--- src/rtl/slp_pkg.sv ---
package slp_pkg;
  typedef enum logic {
    KIND_WFI = 1'b0,
    KIND_WFE = 1'b1
  } slp_kind_t;
endpackage

--- src/rtl/slp_wake_src.sv ---
module slp_wake_src #(
  parameter int N_IRQ = 8,
  parameter int N_EVT = 4
) (
  input  logic [N_IRQ-1:0] irq_req_i,
  input  logic [N_IRQ-1:0] irq_en_i,
  input  logic [N_EVT-1:0] evt_line_i,
  input  logic             sev_on_pend_i,
  output logic             irq_wake_o,
  output logic             evt_hit_o
);
  logic [N_IRQ-1:0] en_hit;
  logic [N_IRQ-1:0] pend_hit;

  for (genvar i = 0; i < N_IRQ; i++) begin : g_line
    assign en_hit[i]   = irq_req_i[i] & irq_en_i[i];
    assign pend_hit[i] = irq_req_i[i] & ~irq_en_i[i] & sev_on_pend_i;
  end

  assign irq_wake_o = |en_hit;
  assign evt_hit_o  = (|evt_line_i) | (|pend_hit);
endmodule

--- src/rtl/slp_evt_latch.sv ---
module slp_evt_latch (
  input  logic clk,
  input  logic rst,
  input  logic evt_hit_i,
  input  logic consume_i,
  output logic latch_o
);
  logic latch_q;

  always_ff @(posedge clk) begin
    if (rst)            latch_q <= 1'b0;
    else if (consume_i) latch_q <= 1'b0;
    else if (evt_hit_i) latch_q <= 1'b1;
  end

  assign latch_o = latch_q;
endmodule

--- src/rtl/slp_core_fsm.sv ---
module slp_core_fsm
  import slp_pkg::*;
(
  input  logic clk,
  input  logic rst,
  input  logic wfi_i,
  input  logic wfe_i,
  input  logic soe_ret_i,
  input  logic irq_wake_i,
  input  logic evt_hit_i,
  input  logic latch_i,
  output logic sleeping_o,
  output logic clk_en_o,
  output logic wake_o,
  output logic consume_o
);
  logic      sleeping_q, clk_en_q, wake_q;
  slp_kind_t kind_q;
  logic      sel_wfe, enter_req, cancel, wake_cond, wfe_take, wfe_wake;

  assign sel_wfe   = wfe_i & ~wfi_i;
  assign enter_req = wfi_i | wfe_i | soe_ret_i;
  assign cancel    = irq_wake_i | (sel_wfe & (latch_i | evt_hit_i));
  assign wake_cond = (kind_q == KIND_WFE) ? evt_hit_i : irq_wake_i;
  assign wfe_take  = ~sleeping_q & sel_wfe;
  assign wfe_wake  = sleeping_q & (kind_q == KIND_WFE) & evt_hit_i;
  assign consume_o = wfe_take | wfe_wake;

  always_ff @(posedge clk) begin
    if (rst) begin
      sleeping_q <= 1'b0;
      clk_en_q   <= 1'b1;
      wake_q     <= 1'b0;
      kind_q     <= KIND_WFI;
    end else if (!sleeping_q) begin
      wake_q <= 1'b0;
      if (enter_req && !cancel) begin
        sleeping_q <= 1'b1;
        clk_en_q   <= 1'b0;
        kind_q     <= sel_wfe ? KIND_WFE : KIND_WFI;
      end
    end else begin
      if (wake_cond) begin
        sleeping_q <= 1'b0;
        clk_en_q   <= 1'b1;
        wake_q     <= 1'b1;
      end else begin
        wake_q <= 1'b0;
      end
    end
  end

  assign sleeping_o = sleeping_q;
  assign clk_en_o   = clk_en_q;
  assign wake_o     = wake_q;


  wake_single_chk: assert property (@(posedge clk) disable iff (rst)
    wake_q |=> !wake_q);

  wake_gate_chk: assert property (@(posedge clk) disable iff (rst)
    wake_q |-> (clk_en_q && !sleeping_q));

  entry_cancel_chk: assert property (@(posedge clk) disable iff (rst)
    (!sleeping_q && irq_wake_i) |=> !sleeping_q);

  wfi_hold_chk: assert property (@(posedge clk) disable iff (rst)
    (sleeping_q && kind_q == KIND_WFI && !irq_wake_i) |=> sleeping_q);

  wfe_hold_chk: assert property (@(posedge clk) disable iff (rst)
    (sleeping_q && kind_q == KIND_WFE && !evt_hit_i) |=> sleeping_q);
endmodule

--- src/rtl/sleep_wake_ctrl.sv ---
module sleep_wake_ctrl #(
  parameter int N_IRQ = 8,
  parameter int N_EVT = 4
) (
  input  logic             clk,
  input  logic             rst,
  input  logic             wfi_i,
  input  logic             wfe_i,
  input  logic             isr_ret_i,
  input  logic             ret_thread_i,
  input  logic             sleep_on_exit_i,
  input  logic             sev_on_pend_i,
  input  logic [N_IRQ-1:0] irq_req_i,
  input  logic [N_IRQ-1:0] irq_en_i,
  input  logic [N_EVT-1:0] evt_line_i,
  output logic             clk_en_o,
  output logic             sleeping_o,
  output logic             wake_o
);
  logic irq_wake, evt_hit, latch_q, consume, soe_ret;

  assign soe_ret = isr_ret_i & ret_thread_i & sleep_on_exit_i;

  slp_wake_src #(.N_IRQ(N_IRQ), .N_EVT(N_EVT)) u_src (
    .irq_req_i     (irq_req_i),
    .irq_en_i      (irq_en_i),
    .evt_line_i    (evt_line_i),
    .sev_on_pend_i (sev_on_pend_i),
    .irq_wake_o    (irq_wake),
    .evt_hit_o     (evt_hit)
  );

  slp_evt_latch u_latch (
    .clk       (clk),
    .rst       (rst),
    .evt_hit_i (evt_hit),
    .consume_i (consume),
    .latch_o   (latch_q)
  );

  slp_core_fsm u_fsm (
    .clk        (clk),
    .rst        (rst),
    .wfi_i      (wfi_i),
    .wfe_i      (wfe_i),
    .soe_ret_i  (soe_ret),
    .irq_wake_i (irq_wake),
    .evt_hit_i  (evt_hit),
    .latch_i    (latch_q),
    .sleeping_o (sleeping_o),
    .clk_en_o   (clk_en_o),
    .wake_o     (wake_o),
    .consume_o  (consume)
  );


  latch_fallthru_chk: assert property (@(posedge clk) disable iff (rst)
    (!sleeping_o && wfe_i && !wfi_i && latch_q) |=> (!sleeping_o && !latch_q));

  wake_after_sleep_chk: assert property (@(posedge clk) disable iff (rst)
    $rose(wake_o) |-> $past(sleeping_o));

  ignore_strobe_chk: assert property (@(posedge clk) disable iff (rst)
    (sleeping_o && !irq_wake && !evt_hit) |=> sleeping_o);
endmodule

--- config.mk ---
export PLATFORM = sky130hd
export DESIGN_NAME = sleep_wake_ctrl
export DESIGN_NICKNAME = d
export VERILOG_FILES = /design/src/rtl/slp_pkg.sv /design/src/rtl/slp_wake_src.sv /design/src/rtl/slp_evt_latch.sv /design/src/rtl/slp_core_fsm.sv /design/src/rtl/sleep_wake_ctrl.sv
export SDC_FILE = /design/constraint.sdc
export NUM_CORES = 1
export LEC_CHECK = 0
export ABC_CLOCK_PERIOD_IN_PS = 3200
export BUFFER_PORTS_ARGS = -buffer_cell sky130_fd_sc_hd__buf_2
export CAP_MARGIN = 15
export CORE_AREA = 8 8 45 47
export DETAILED_ROUTE_END_ITERATION = 6
export DIE_AREA = 0 0 53 55
export PLACE_DENSITY = 0.76
export SETUP_SLACK_MARGIN = 0.5
export SLEW_MARGIN = 20
export SYNTH_ARGS = -nofsm -noshare
export SYNTH_HDL_FRONTEND = slang
export SYNTH_SLANG_ARGS = --single-unit
--- constraint.sdc ---
create_clock -name clk -period 3.2 [get_ports clk]
set_clock_uncertainty 0.1 [all_clocks]
set_input_delay 0.48 -clock clk [delete_from_list [all_inputs] [get_ports clk]]
set_output_delay 0.48 -clock clk [all_outputs]
set_load 0.05 [all_outputs]
**Word level (Yosys, flattened, before mapping)**

Cells that the tools add are included.

- Input port bits: 28
- Output and inout bits: 3
- Word-level logic and storage cells: 72
- Bits in registers: 5

- Bitwise gates (word level): 47
- Reductions and logical operators: 10
- Multiplexer cells: 9
- Eq/ne operators: 1

Operators with widths:

| operator | number |
|---|---|
| $and 1x1->1 | 31 |
| $reduce_or 8->1 | 2 |
| $not 1->1 | 10 |
| $mux 1 | 9 |
| $or 1x1->1 | 6 |
| $reduce_and 2->1 | 2 |
| $reduce_or 2->1 | 2 |
| $reduce_or 4->1 | 1 |
| $ne 2x2->1 const B | 1 |
| $reduce_bool 2->1 | 1 |
| $logic_and 1x1->1 | 1 |
| $logic_not 1->1 | 1 |

**Depth between registers and ports, before layout**

- Depth after elaboration: 12
- Gate-level depth with buffers: 5
- Mapped depth without buffers: 5

**Cells and area by module**

Synthesis repeated with hierarchy kept, for this count alone.

- Cells, all modules: 49
- Area, all modules: 361.6 sq um

Modules (own cells, without submodules):

| module | seq. area each (sq um) | area each (sq um) | times used | cells each |
|---|---|---|---|---|
| slp_core_fsm | 80.1 | 211.5 | 1 | 25 |
| slp_wake_src | 0.0 | 110.1 | 1 | 20 |
| slp_evt_latch | 20.0 | 33.8 | 1 | 3 |
| sleep_wake_ctrl | 0.0 | 6.3 | 1 | 1 |

**Least setup slack after synthesis**

No wires, ideal clock.

- Kind: input port to flip-flop
- Start: input port evt_line_i[1]
- End: register u_fsm.clk_en_q, in the netlist u_fsm.clk_en_o
- Cell stages on the path: 4
- Setup time: 0.117 ns
- Buffers on the path: 0
- Arrival: 1.419 ns
- Path slack: 1.564 ns
- Required time: 2.983 ns
- Cells stage by stage: or4_4 -> o21ai_2 -> nand3_1 -> o22a_1

- Cells in the longest elaborated chain, start to end: 9
- Elaborated cells on any way between the ends: 11
- Classes of those cells: eq/ne: 1; mux: 1; bitwise: 4; reduce/logical: 5

RTL lines:

| element | RTL line | RTL |
|---|---|---|
| start: declaration | sleep_wake_ctrl.sv:15 | `input logic [N_EVT-1:0] evt_line_i,` |
| $reduce_or 4->1 * | slp_wake_src.sv:21 | `assign evt_hit_o = (\|evt_line_i) \| (\|pend_hit);` |
| $or 1x1->1 * | slp_wake_src.sv:21 |  |
| $or 1x1->1 | slp_core_fsm.sv:23 | `assign cancel = irq_wake_i \| (sel_wfe & (latch_i \| evt_hit_i));` |
| $and 1x1->1 | slp_core_fsm.sv:23 |  |
| $or 1x1->1 | slp_core_fsm.sv:23 |  |
| $logic_not 1->1 | slp_core_fsm.sv:37 | `if (enter_req && !cancel) begin` |
| $logic_and 1x1->1 | slp_core_fsm.sv:37 |  |
| $reduce_bool 2->1 (no line) | -- |  |
| $reduce_and 2->1 (no line) * | -- |  |
| end signal: assignment | slp_core_fsm.sv:32 | `clk_en_q <= 1'b1;` |
| end signal: assignment | slp_core_fsm.sv:39 | `clk_en_q <= 1'b0;` |
| end signal: assignment | slp_core_fsm.sv:45 | `clk_en_q <= 1'b1;` |
| end: declaration | slp_core_fsm.sv:17 | `logic sleeping_q, clk_en_q, wake_q;` |

Mark *: on every way between the ends. The rest lies on a longest branch, timed or not.
A chain may end at the register's enable or synchronous reset.

**Worst setup path after layout**

- Start: input port irq_req_i[0]
- End: register u_fsm.clk_en_q, in the netlist u_fsm.clk_en_o

- Cells in the longest elaborated chain, start to end: 11
- Elaborated cells on any way between the ends: 15
- Classes of those cells: eq/ne: 1; mux: 1; bitwise: 7; reduce/logical: 6

RTL lines:

| element | RTL line | RTL |
|---|---|---|
| start: declaration | sleep_wake_ctrl.sv:13 | `input logic [N_IRQ-1:0] irq_req_i,` |
| $and 1x1->1 (2 in a row) | slp_wake_src.sv:17 | `assign pend_hit[i] = irq_req_i[i] & ~irq_en_i[i] & sev_on_pend_i;` |
| $reduce_or 8->1 | slp_wake_src.sv:21 |  |
| $or 1x1->1 | slp_wake_src.sv:21 |  |
| $or 1x1->1 | slp_core_fsm.sv:23 |  |
| $and 1x1->1 | slp_core_fsm.sv:23 |  |
| $or 1x1->1 | slp_core_fsm.sv:23 |  |
| $logic_not 1->1 | slp_core_fsm.sv:37 |  |
| $logic_and 1x1->1 | slp_core_fsm.sv:37 |  |
| $reduce_bool 2->1 (no line) | -- |  |
| $reduce_and 2->1 (no line) * | -- |  |

Marked as above.

==> out/qor.txt <==
Register-to-Register Path Depth -> 3
Crit start category -> input pin
Post-synth top area share -> 0.248
Fillcell total -> 145
Reg2reg end -> u_fsm.clk_en_o$_SDFFE_PP1P_
Initial antenna violation count -> 0
Ys flop type -> dfxtp_1
CP Depth -> 6
Max-slew violation count -> 0
RSZ-0062 raised after global routing -> no
Post-Place Worst Slack -> 1.34 ns
Vias -> 520
Net Count, Synth -> 76
Unique masters post-synth -> 28
Total power -> 0.193 mW
Worst Tran Pin Value -> 0.429 ns
GP Congestion -> 0.878
Slowest stage cell, crit path -> nor3_4
Placed cell count -> 94
Antenna Violating Nets Remaining -> 0
Vias per cell -> 5.31
Per-cell routed wire length -> 12.6 um
Status -> finished, final reports clean
Fmax -> 0.620 GHz
Share of cells above drive strength 1 -> 0.500
Clk Latency, worst-skew pair -> 0.25 ns
Crit path arrival time -> 1.64 ns
Most instantiated cells after synthesis -> dfxtp_1, inv_1, a22oi_1, nand2b_1, a21oi_1
Ports -> 31
Max Buffers Root-to-Sink -> 2
Chip width -> 53 um
Slew headroom -> 0.712
FP Rows -> 14
Critical path class -> input pin to flip-flop
Worst setup path endpoint -> u_fsm.clk_en_o$_SDFFE_PP1P_
Die height -> 55 um
Static leakage -> 0.267 nW
CTS Hold Bufs -> 0
Critical Path, Cell by Cell -> buf_2 -> a22oi_1 -> nand4_1 -> nor3_4 -> nand3_1 -> o22a_1
Port bufs -> 30
Final #Nets -> 111
Core area -> 1380 sq um
Top cells by area, synth -> dfxtp_1, a22oi_1, nand2b_1
MaxCap Viol Count -> 0
VDD IR max -> 179 uV
Number of synthesized flops with an enable pin -> 0
Initial Util -> 0.291
Sequential fraction of the synthesis area -> 0.248
Final setup violation count -> 0
Finished Layout Cells -> 98
Final worst path period share -> 0.504
Vias in the first global route -> 514
Ys Warns -> 0
Worst Setup SP -> irq_req_i[0]
Final TNS setup -> 0 ns
Seq cells post-synth -> 5
Ys async rst share -> 0
Largest net degree at the start of global routing -> 7
Resized Gates After CTS -> 0
Worst-path maximum fanout -> 3
Setup slack, reg-to-reg -> 2.02 ns
GR Overflow Total -> 0
Number of DRC markers in iteration 0 -> 18
Reg2reg start -> u_fsm.sleeping_o$_SDFF_PP0_
Setup bufs post-CTS -> 0
Final standard cell utilization of the core -> 0.433
Clk pin slew, worst setup/hold paths -> 0.05 ns
Setup ws final -> 1.59 ns
Cts bufs inserted -> 3
CP max stage delay -> 0.27 ns
H-tree depth -> 1
Drt pass-1 iters -> 4
CP Capture Type -> flip-flop
Hold WS -> 0.358 ns
Pwr/cell area -> 322 nW/um^2
Die area -> 2920 sq um
Final Cell Area -> 599 sq um
Avg Cell Area, Syn -> 8.39 sq um
Post-Syn Instances -> 48
Clock root buffer -> clkbuf_4
Clock sink total -> 5
Final worst path period need -> 1.61 ns
CP required -> 3.23 ns
Cell Area, Placed -> 573 sq um
CP delay by family, top -> simple AND/OR/NAND/NOR gates
CTS tree -> built
DRC viols -> 0
P&R area growth vs syn -> 48.8%
Final Hold Fails -> 0
Cell Area, Synth -> 403 sq um
Antenna diode count -> 0
Hpwl dp -> 1.07 mm
Synth area leader -> dfxtp_1
GRT Util Overall -> 0.0879
Class of the worst hold path -> input pin to flip-flop
Routed Wire Length -> 1.24 mm
First-pass GRT wire length -> 1.90 mm
CP Buf/Inv Count -> 1
## state kept, by name, indices dropped and copies added (netlist names)
name	count
u_fsm.clk_en_o	1
u_fsm.sleeping_o	1
u_fsm.wake_o	1
u_latch.latch_o	1
u_fsm.kind_q	1
## placed cells by master (no fill, tap or decap), drive strengths merged
master / instances
nor3: 1
clkbuf: 4
nor3b: 2
nand4: 1
nand2b: 4
nor4: 1
dfxtp: 5
a21oi: 3
o21bai: 1
nand2: 2
o22a: 1
inv: 5
nor2b: 1
o31ai: 1
nand3: 1
a311oi: 1
o22ai: 2
a22oi: 4
a31oi: 2
a211oi: 1
buf: 30
o21ai: 2
or4: 1
and2b: 1
nor2: 2
o311ai: 1
or2: 1
o2111ai: 1
## report_power, final
group	leakage [nW]	internal, mW	switching (mW)
Clock	0.0150	0.0473	0.0291
Sequential	0.0408	0.0646	0.00179
Combinational	0.211	0.0239	0.0260
Total	0.267	0.136	0.0570
## metal layers
| metal | vias up | track usage | wire [um] |
|---|---|---|---|
| li1 | 257 | - | - |
| met1 | 241 | 0.0789 | 477 |
| met2 | 20 | 0.168 | 674 |
| met3 | 2 | 0.0294 | 60 |
| met4 | 0 | 0.0517 | 24 |
| met5 | - | 0 | 0 |
## layout make-up
cell class                 count  area, sq um  area share
sequential                     5          100       0.167
inverter                       5         18.8      0.0313
timing repair buffer          30          150       0.251
multi-input combinational     38          284       0.474
clock buffer                   4         26.3      0.0438
tap                           16         20.0      0.0334
## cell families after synthesis
group | Yosys count | share of synthesized area
AO/OA/AOI/OAI | 20 | 0.398
AND/OR/NAND/NOR | 18 | 0.307
buffers and inverters | 5 | 0.0466
flip-flops | 5 | 0.248
## worst min-delay path by stage
stage	from	end	slack (ns)	cells past startpoint
2_1_floorplan	rst	u_fsm.kind_q$_SDFFE_PP0P_	0.44	1
3_3_place_gp	u_fsm.clk_en_o$_SDFFE_PP1P_	u_fsm.clk_en_o$_SDFFE_PP1P_	0.43	2
3_5_place_dp	u_fsm.clk_en_o$_SDFFE_PP1P_	u_fsm.clk_en_o$_SDFFE_PP1P_	0.48	2
4_1_cts	rst	u_fsm.kind_q$_SDFFE_PP0P_	0.36	2
5_1_grt	rst	u_fsm.kind_q$_SDFFE_PP0P_	0.35	2
6_report	rst	u_fsm.kind_q$_SDFFE_PP0P_	0.36	2
(Power assumes the default switching activity.)
